**src/rtl/xtr_dec_pkg.sv**
```systemverilog
package xtr_dec_pkg;

    typedef enum logic [1:0] {
        S_HDR   = 2'd0,
        S_PAY   = 2'd1,
        S_FCS   = 2'd2,
        S_DRAIN = 2'd3
    } xtr_state_e;

    typedef struct packed {
        logic [3:0]  port;
        logic [7:0]  queue;
        logic        tag;
        logic [11:0] vid;
    } xtr_side_t;

    function automatic logic [31:0] swap32(input logic [31:0] w);
        return {w[7:0], w[15:8], w[23:16], w[31:24]};
    endfunction

    function automatic logic [3:0] keep_of(input logic [2:0] n);
        logic [3:0] k;
        case (n)
            3'd0:    k = 4'b0000;
            3'd1:    k = 4'b0001;
            3'd2:    k = 4'b0011;
            3'd3:    k = 4'b0111;
            default: k = 4'b1111;
        endcase
        return k;
    endfunction

endpackage

```
**src/rtl/xtr_unstuff.sv**
```systemverilog
module xtr_unstuff #(
    parameter logic [31:0] C_EOF0   = 32'h8000_0000,
    parameter logic [31:0] C_PRUNED = 32'h8000_0004,
    parameter logic [31:0] C_ABORT  = 32'h8000_0005,
    parameter logic [31:0] C_ESC    = 32'h8000_0006,
    parameter logic [31:0] C_NOTRDY = 32'h8000_0007
) (
    input  logic        clk,
    input  logic        rst_n,
    input  logic        acc,
    input  logic        clr,
    input  logic [31:0] word,
    output logic        ev_data,
    output logic [2:0]  ev_bytes,
    output logic        ev_final,
    output logic        ev_abort,
    output logic        ev_notrdy,
    output logic        ev_eofc
);

    logic       lit_q;
    logic       pend_q;
    logic [2:0] nb_q;
    logic       is_eof;
    logic       is_esc;
    logic       is_abort;
    logic       is_nr;

    assign is_eof   = (word[31:2] == C_EOF0[31:2]) || (word == C_PRUNED);
    assign is_esc   = (word == C_ESC);
    assign is_abort = (word == C_ABORT);
    assign is_nr    = (word == C_NOTRDY);

    always_comb begin
        ev_data   = 1'b0;
        ev_bytes  = 3'd4;
        ev_final  = 1'b0;
        ev_abort  = 1'b0;
        ev_notrdy = 1'b0;
        ev_eofc   = 1'b0;
        if (lit_q) begin
            ev_data  = 1'b1;
            ev_final = pend_q;
            ev_bytes = pend_q ? nb_q : 3'd4;
        end else if (pend_q) begin
            if (!is_esc) begin
                ev_data  = 1'b1;
                ev_final = 1'b1;
                ev_bytes = nb_q;
            end
        end else if (is_eof) begin
            ev_eofc = 1'b1;
        end else if (is_abort) begin
            ev_abort = 1'b1;
        end else if (is_nr) begin
            ev_notrdy = 1'b1;
        end else if (!is_esc) begin
            ev_data = 1'b1;
        end
    end

    always_ff @(posedge clk or negedge rst_n) begin
        if (!rst_n) begin
            lit_q  <= 1'b0;
            pend_q <= 1'b0;
            nb_q   <= 3'd4;
        end else if (clr) begin
            lit_q  <= 1'b0;
            pend_q <= 1'b0;
        end else if (acc) begin
            if (lit_q) begin
                lit_q  <= 1'b0;
                pend_q <= 1'b0;
            end else if (pend_q) begin
                if (is_esc) lit_q <= 1'b1;
                else        pend_q <= 1'b0;
            end else if (is_esc) begin
                lit_q <= 1'b1;
            end else if (is_eof) begin
                pend_q <= 1'b1;
                nb_q   <= 3'd4 - {1'b0, word[1:0]};
            end
        end
    end

    // a literal slot covers exactly one word
    a_r4_literal_once: assert property (@(posedge clk) disable iff (!rst_n)
        (acc && lit_q && !clr) |=> !lit_q);

    // the final word closes the pending end-of-frame
    a_r5_final_clears: assert property (@(posedge clk) disable iff (!rst_n)
        (acc && ev_final && !clr) |=> !pend_q);

endmodule

```
**src/rtl/xtr_hdr_parse.sv**
```systemverilog
module xtr_hdr_parse
    import xtr_dec_pkg::*;
#(
    parameter int CELL_BYTES = 60,
    parameter int LEN_W      = 16
) (
    input  logic             clk,
    input  logic             rst_n,
    input  logic             cap,
    input  logic             restart,
    input  logic [31:0]      word,
    output logic             hdr_done,
    output logic             len_ok,
    output logic [LEN_W-1:0] pay_len,
    output xtr_side_t        side
);

    localparam int HDR_WORDS = 4;
    localparam int CW        = $clog2(HDR_WORDS);
    localparam int TW        = LEN_W + 2;
    localparam int LEN_ADJ   = 80;
    localparam int FCS_BYTES = 4;

    logic [CW-1:0] cnt_q;
    logic [7:0]    wlen_q;
    logic [5:0]    llen_q;
    logic [31:0]   host;
    logic          unused_host;
    logic [TW-1:0] sum;
    logic [TW-1:0] target;

    assign host        = swap32(word);
    assign unused_host = ^host;
    assign hdr_done    = (cnt_q == CW'(HDR_WORDS - 1));

    assign sum     = TW'(CELL_BYTES) * TW'(wlen_q) + TW'(llen_q);
    assign target  = sum - TW'(LEN_ADJ + FCS_BYTES);
    assign len_ok  = !target[TW-1] && (target != '0);
    assign pay_len = target[LEN_W-1:0];

    always_ff @(posedge clk or negedge rst_n) begin
        if (!rst_n) begin
            cnt_q  <= '0;
            wlen_q <= '0;
            llen_q <= '0;
            side   <= '0;
        end else if (restart) begin
            cnt_q <= '0;
        end else if (cap) begin
            cnt_q <= cnt_q + 1'b1;
            unique case (cnt_q)
                CW'(1): begin
                    wlen_q <= host[14:7];
                    llen_q <= host[20:15];
                end
                CW'(2): side.port <= host[14:11];
                CW'(3): begin
                    side.queue <= host[27:20];
                    side.tag   <= host[16];
                    side.vid   <= host[11:0];
                end
                default: ;
            endcase
        end
    end

    // header capture wraps after the fourth word
    a_r2_hdr_wrap: assert property (@(posedge clk) disable iff (!rst_n)
        (cap && hdr_done && !restart) |=> (cnt_q == '0));

endmodule

```
**src/rtl/xtr_stream_decoder.sv**
```systemverilog
module xtr_stream_decoder
    import xtr_dec_pkg::*;
#(
    parameter int          CELL_BYTES = 60,
    parameter int          LEN_W      = 16,
    parameter logic [31:0] C_EOF0     = 32'h8000_0000,
    parameter logic [31:0] C_PRUNED   = 32'h8000_0004,
    parameter logic [31:0] C_ABORT    = 32'h8000_0005,
    parameter logic [31:0] C_ESC      = 32'h8000_0006,
    parameter logic [31:0] C_NOTRDY   = 32'h8000_0007
) (
    input  logic        clk,
    input  logic        rst_n,
    input  logic        in_present,
    input  logic [31:0] in_data,
    output logic        in_rd,
    output logic        m_valid,
    input  logic        m_ready,
    output logic [31:0] m_data,
    output logic [3:0]  m_keep,
    output logic        m_last,
    output logic        m_err,
    output logic [3:0]  m_port,
    output logic [7:0]  m_queue,
    output logic        m_tag,
    output logic [11:0] m_vid
);

    xtr_state_e       st_q, nxt;
    logic [LEN_W-1:0] remain_q;
    logic             out_free;

    logic             ev_data, ev_final, ev_abort, ev_notrdy, ev_eofc;
    logic [2:0]       ev_bytes;
    logic             hdr_done, len_ok;
    logic [LEN_W-1:0] pay_len;
    xtr_side_t        side;

    logic             emit, e_last, e_err;
    logic [2:0]       take;

    assign out_free = !m_valid || m_ready;
    assign in_rd    = in_present && ((st_q == S_DRAIN) || out_free);

    xtr_unstuff #(
        .C_EOF0(C_EOF0), .C_PRUNED(C_PRUNED), .C_ABORT(C_ABORT),
        .C_ESC(C_ESC), .C_NOTRDY(C_NOTRDY)
    ) u_unstuff (
        .clk(clk), .rst_n(rst_n), .acc(in_rd), .clr(st_q == S_DRAIN),
        .word(in_data), .ev_data(ev_data), .ev_bytes(ev_bytes),
        .ev_final(ev_final), .ev_abort(ev_abort), .ev_notrdy(ev_notrdy),
        .ev_eofc(ev_eofc)
    );

    xtr_hdr_parse #(.CELL_BYTES(CELL_BYTES), .LEN_W(LEN_W)) u_hdr (
        .clk(clk), .rst_n(rst_n),
        .cap(in_rd && ev_data && (st_q == S_HDR)),
        .restart(st_q != S_HDR), .word(in_data),
        .hdr_done(hdr_done), .len_ok(len_ok), .pay_len(pay_len), .side(side)
    );

    assign m_port  = side.port;
    assign m_queue = side.queue;
    assign m_tag   = side.tag;
    assign m_vid   = side.vid;

    // state register
    always_ff @(posedge clk or negedge rst_n) begin
        if (!rst_n) st_q <= S_HDR;
        else        st_q <= nxt;
    end

    // next state and beat decision
    always_comb begin
        nxt    = st_q;
        emit   = 1'b0;
        e_last = 1'b0;
        e_err  = 1'b0;
        take   = 3'd0;
        unique case (st_q)
            S_HDR: begin
                if (in_rd) begin
                    if (ev_notrdy || ev_abort || ev_eofc)
                        nxt = S_DRAIN;
                    else if (ev_data && hdr_done)
                        nxt = len_ok ? S_PAY : S_DRAIN;
                end
            end
            S_PAY: begin
                if (in_rd) begin
                    if (ev_abort) begin
                        emit   = 1'b1;
                        e_last = 1'b1;
                        e_err  = 1'b1;
                        nxt    = S_DRAIN;
                    end else if (ev_data) begin
                        emit = 1'b1;
                        take = (remain_q < LEN_W'(ev_bytes)) ? remain_q[2:0] : ev_bytes;
                        if (remain_q <= LEN_W'(ev_bytes)) begin
                            e_last = 1'b1;
                            nxt    = S_FCS;
                        end else if (ev_final) begin
                            e_last = 1'b1;
                            e_err  = 1'b1;
                            nxt    = S_HDR;
                        end
                    end
                end
            end
            S_FCS: begin
                if (in_rd) begin
                    if (ev_abort)     nxt = S_DRAIN;
                    else if (ev_data) nxt = S_HDR;
                end
            end
            S_DRAIN: begin
                if (!in_present) nxt = S_HDR;
            end
            default: nxt = S_HDR;
        endcase
    end

    // outputs and length tracking
    always_ff @(posedge clk or negedge rst_n) begin
        if (!rst_n) begin
            remain_q <= '0;
            m_valid  <= 1'b0;
            m_data   <= '0;
            m_keep   <= '0;
            m_last   <= 1'b0;
            m_err    <= 1'b0;
        end else begin
            if ((st_q == S_HDR) && (nxt == S_PAY))
                remain_q <= pay_len;
            else if (emit)
                remain_q <= remain_q - LEN_W'(take);
            if (emit) begin
                m_valid <= 1'b1;
                m_data  <= swap32(in_data);
                m_keep  <= keep_of(take);
                m_last  <= e_last;
                m_err   <= e_err;
            end else if (m_ready) begin
                m_valid <= 1'b0;
            end
        end
    end

    // a stalled beat and its sideband hold
    a_r10_hold: assert property (@(posedge clk) disable iff (!rst_n)
        (m_valid && !m_ready) |=> (m_valid && $stable(m_data) && $stable(m_keep)
            && $stable(m_last) && $stable(m_err) && $stable(m_port)
            && $stable(m_queue) && $stable(m_tag) && $stable(m_vid)));

    // only the last beat may be partial
    a_r3_mid_full: assert property (@(posedge clk) disable iff (!rst_n)
        (m_valid && !m_last) |-> (m_keep == 4'hF));

    // an error beat always closes the frame
    a_r7_err_last: assert property (@(posedge clk) disable iff (!rst_n)
        (m_valid && m_err) |-> m_last);

    // drain never starts a beat
    a_r9_drain_silent: assert property (@(posedge clk) disable iff (!rst_n)
        (st_q == S_DRAIN) |=> !$rose(m_valid));

    // the FCS word never starts a beat
    a_r6_fcs_silent: assert property (@(posedge clk) disable iff (!rst_n)
        (st_q == S_FCS) |=> !$rose(m_valid));

endmodule

```
**config.mk**
```make
export PLATFORM = sky130hd
export DESIGN_NAME = xtr_stream_decoder
export DESIGN_NICKNAME = d
export VERILOG_FILES = /design/src/rtl/xtr_dec_pkg.sv /design/src/rtl/xtr_unstuff.sv /design/src/rtl/xtr_hdr_parse.sv /design/src/rtl/xtr_stream_decoder.sv
export SDC_FILE = /design/constraint.sdc
export NUM_CORES = 1
export LEC_CHECK = 0
export BUFFER_PORTS_ARGS = -buffer_cell sky130_fd_sc_hd__clkbuf_2
export CELL_PAD_IN_SITES_DETAIL_PLACEMENT = 1
export CELL_PAD_IN_SITES_GLOBAL_PLACEMENT = 1
export CORE_MARGIN = 3
export CORE_UTILIZATION = 44
export DETAILED_ROUTE_END_ITERATION = 10
export GPL_ROUTABILITY_DRIVEN = 0
export PLACE_DENSITY = 0.87
export RECOVER_POWER = 25
export SKIP_CTS_REPAIR_TIMING = 1
export SYNTH_ARGS = -nofsm -noshare
export SYNTH_HDL_FRONTEND = slang
export SYNTH_HIERARCHICAL = 1
export SYNTH_SLANG_ARGS = --single-unit
```
**constraint.sdc**
```tcl
create_clock -name clk -period 7 [get_ports clk]
set_input_delay 1.4 -clock clk [delete_from_list [all_inputs] [get_ports clk]]
set_output_delay 1.4 -clock clk [all_outputs]
set_load 0.02 [all_outputs]
```
==> summary.txt <==
Worst setup path
  • Critical Path End Type: register
  • Crit-path max cell delay: ~500 ps
  • Crit path cell chain: clkbuf_2 > nor4_2 > nand4_2 > nor4_4 > a311o_1 > inv_1 > ha_1 > a21oi_1 > o21ai_0 > nor2_1 > nand2_1 > a21oi_1 > ha_1 > inv_1 > fa_1 > a21o_1 > nor2_1 > nand2_1 > o311ai_0 > o211ai_1
  • Crit path launch: in_data[3]
  • Maximum fanout along the worst path: 10
  • Critical path class: in -> reg
  • WP data arrival: 6220 ps
  • Reg2reg start: u_hdr/wlen_q[0]
  • Required @ worst endpoint: ~7000 ps
  • Slowest cell on crit path: nor2_1
  • Startpoint Class: input pin

Clock tree
  • CTS tree: built
  • CTS buffer count: 9
  • CTS clk-pin slew, worst paths: 70 ps
  • Worst-Skew Late Latency: 360 ps
  • Number of clock sinks: 103
  • Clk root buf: clkbuf_16
  • CTS Buffer Depth: 2
  • H-tree Lvls: 3

Run status
  • Status: finished with violations
  • Failing checks: max-capacitance violations, max-slew violations

Logic synthesis
  • Synthesized cell area: 0.00656 sq mm
  • Net count after synthesis: 772
  • EDFF count, synth: 0
  • Sequential area share after synthesis: about two fifths
  • Yosys warnings: 6
  • Top FF cell, synth: dfrtp_1
  • #FFs+latches synth: 103
  • Syn avg cell area: 9.62 sq um
  • Post-synthesis async set-or-reset flop share: 100%
  • Cells after Synth: 682
  • Netlist cell types: 82

STA
  • Final Slew Violations: 106
  • Fmax: 166 MHz
  • Final hold violations: 0
  • Least-Margin Pin Slew: 1780 ps
  • Worst setup margin: 993 ps
  • Slew HR: -18.5%
  • Final Skew: 9.28 ps
  • Tcrit/Tclk final: 85.8%
  • TNS Setup: 0 ps
  • Final setup viols: 0
  • Minimum clock period: 6010 ps
  • Unrepaired setup endpoints after global routing: false

Final layout
  • Fillers: 1683
  • Antenna fix cells: 0
  • Area of the multi-input gates: around 0.0037 sq mm
  • Commonest non-fill, non-tap cell in the layout: nand2_1
  • Area growth, synth to finish: 13.3%
  • Register area: 0.00258 sq mm
  • Layout cell share with drive strength beyond 1: 19.1%
  • Most frequent cells in the layout: nand2_1 (137), dfrtp_1 (102), clkbuf_2 (64)
  • Final nets: 860
  • Core Util, Final: 52.4%

Global route
  • Vias in the first global route: 5802
  • Most Crowded Layer GR: met2
  • Largest net degree at the start of global routing: 74
  • Initial antenna violation count: 0
  • Routing usage on met3: 4.92%
  • M2 GR Usage: 41.1%
  • Global-route wire length before repair: around 30 mm
  • Met1 usage: 28.3%
  • Total gr overflow: 0
  • All-Layer GR Usage: ~23%

Route
  • Total wire length: 18.3 mm
  • Via Count: between 5000 and 6000
  • # DRC: 0
  • DR vias/cell: 5.69
  • Starting DRT DRC Count: 328
  • Post-DRT Antenna Nets: 0
  • Routed wire per std cell: 19.1 um
  • Pre-antenna DRT Iters: 4

Hold path
  • HP Class: reg -> reg
  • Min-delay src: m_data[28]

Die
  • Core footprint: 0.0142 sq mm
  • Initial Util: 46.2%
  • Std-Cell Rows: 43
  • Die X: 128 um
  • Die ar.: 0.0164 sq mm
  • Io pins: 101
  • Die Y: 128 um

Placed design
  • Port Buf Inserts: 100
  • Hpwl dp: approximately 14 mm
  • Pre-CTS WS: 655 ps

Job
  • Max-capacitance violation count: 2
state kept, by name, summed over array words and instances, names as in the netlist:
name              count
m_err                 1
st_q                  2
m_last                1
u_unstuff/lit_q       1
m_valid               1
u_hdr/wlen_q          8
u_hdr/cnt_q           2
m_keep                4
m_data               32
u_unstuff/pend_q      1
remain_q             16
u_hdr/side           25
u_unstuff/nb_q        3
u_hdr/llen_q          6
worst max-delay path: cells and delay by family:
kind | cells | cell delay [ps]
buf+inv | 3 | 240
simple gates | 7 | 2060
compound gates | 7 | 1600
fa+ha+maj | 3 | 910
worst paths after layout:
kind / end / slack [ps] / cells past startpoint
hold reg to reg: m_data[28] / 490 / 2
max in group asynchronous: m_data[4] / 3020 / 2
setup / recovery: remain_q[14] / 990 / 20
hold / removal: m_data[28] / 490 / 2
min in group asynchronous: m_keep[3] / 1450 / 1
setup reg to reg: remain_q[15] / 1160 / 18
stage by stage:
stage	hold WS, ps	instance area, sq um	std cells
finish	487	7440	955
global route	517	7440	955
CTS	491	7490	955
detailed placement	470	7210	939
global placement	458	7210	939
floorplan	458	6560	682
synthesized netlist by cell type, types with 3 or more instances:
cell type / count / area [sq um]
fa_1: 15 / 300
mux2_2: 41 / 462
buf_1: 4 / 15.0
or3_1: 7 / 43.8
nor4_1: 6 / 37.5
o21a_1: 3 / 22.5
and4_1: 3 / 26.3
o311ai_0: 3 / 26.3
nor2_1: 30 / 113
a21oi_1: 17 / 85.1
xnor2_1: 19 / 166
mux2_1: 3 / 33.8
inv_1: 55 / 206
and2_1: 4 / 25.0
nand2_1: 137 / 514
nor4_2: 5 / 62.6
nand3_1: 9 / 45.0
dfrtp_1: 102 / 2550
and3_1: 3 / 18.8
nand2b_1: 7 / 43.8
nand4_1: 3 / 18.8
o211ai_1: 11 / 82.6
a31oi_1: 6 / 37.5
clkbuf_1: 16 / 60.1
o21ai_0: 27 / 135
nor3_1: 15 / 75.1
ha_1: 39 / 488
xor2_1: 10 / 87.6
a21o_1: 6 / 45.0
a32o_1: 3 / 30.0
nor2b_1: 3 / 18.8
buf_4: 3 / 22.5
or4_1: 6 / 45.0
a211oi_1: 3 / 22.5
routing by layer:
layer / vias to the layer above / wire length, um
met4: 0 / 252
met5: - / 0
met1: 2766 / 7580
met3: 23 / 811
met2: 109 / 9640
li1: 2537 / -
layout make-up:
| type | count | share of cell area, % |
|---|---|---|
| multi-input combinational | 498 | 49.4 |
| sequential | 103 | 34.7 |
| timing repair buffer | 103 | 6.38 |
| clock buffer | 11 | 3.13 |
| tap | 180 | 3.03 |
| inverter | 55 | 2.78 |
| clock inverter | 5 | 0.589 |
kinds of logic after synthesis:
group                      count (synthesis)  share of synthesized area, %
AOI/OAI and AO/OA                        113                          12.5
xor gates and xnor gates                  29                          3.87
adders and majority gates                 54                          12.0
buffers and inverters                     81                          4.96
DFF                                      103                          39.3
muxes                                     46                          7.86
and+or+nand+nor                          256                          19.5
Power is left out: the tool's default activity adds up to more than one toggle a clock period on the data nets, which glitch-free logic cannot reach.
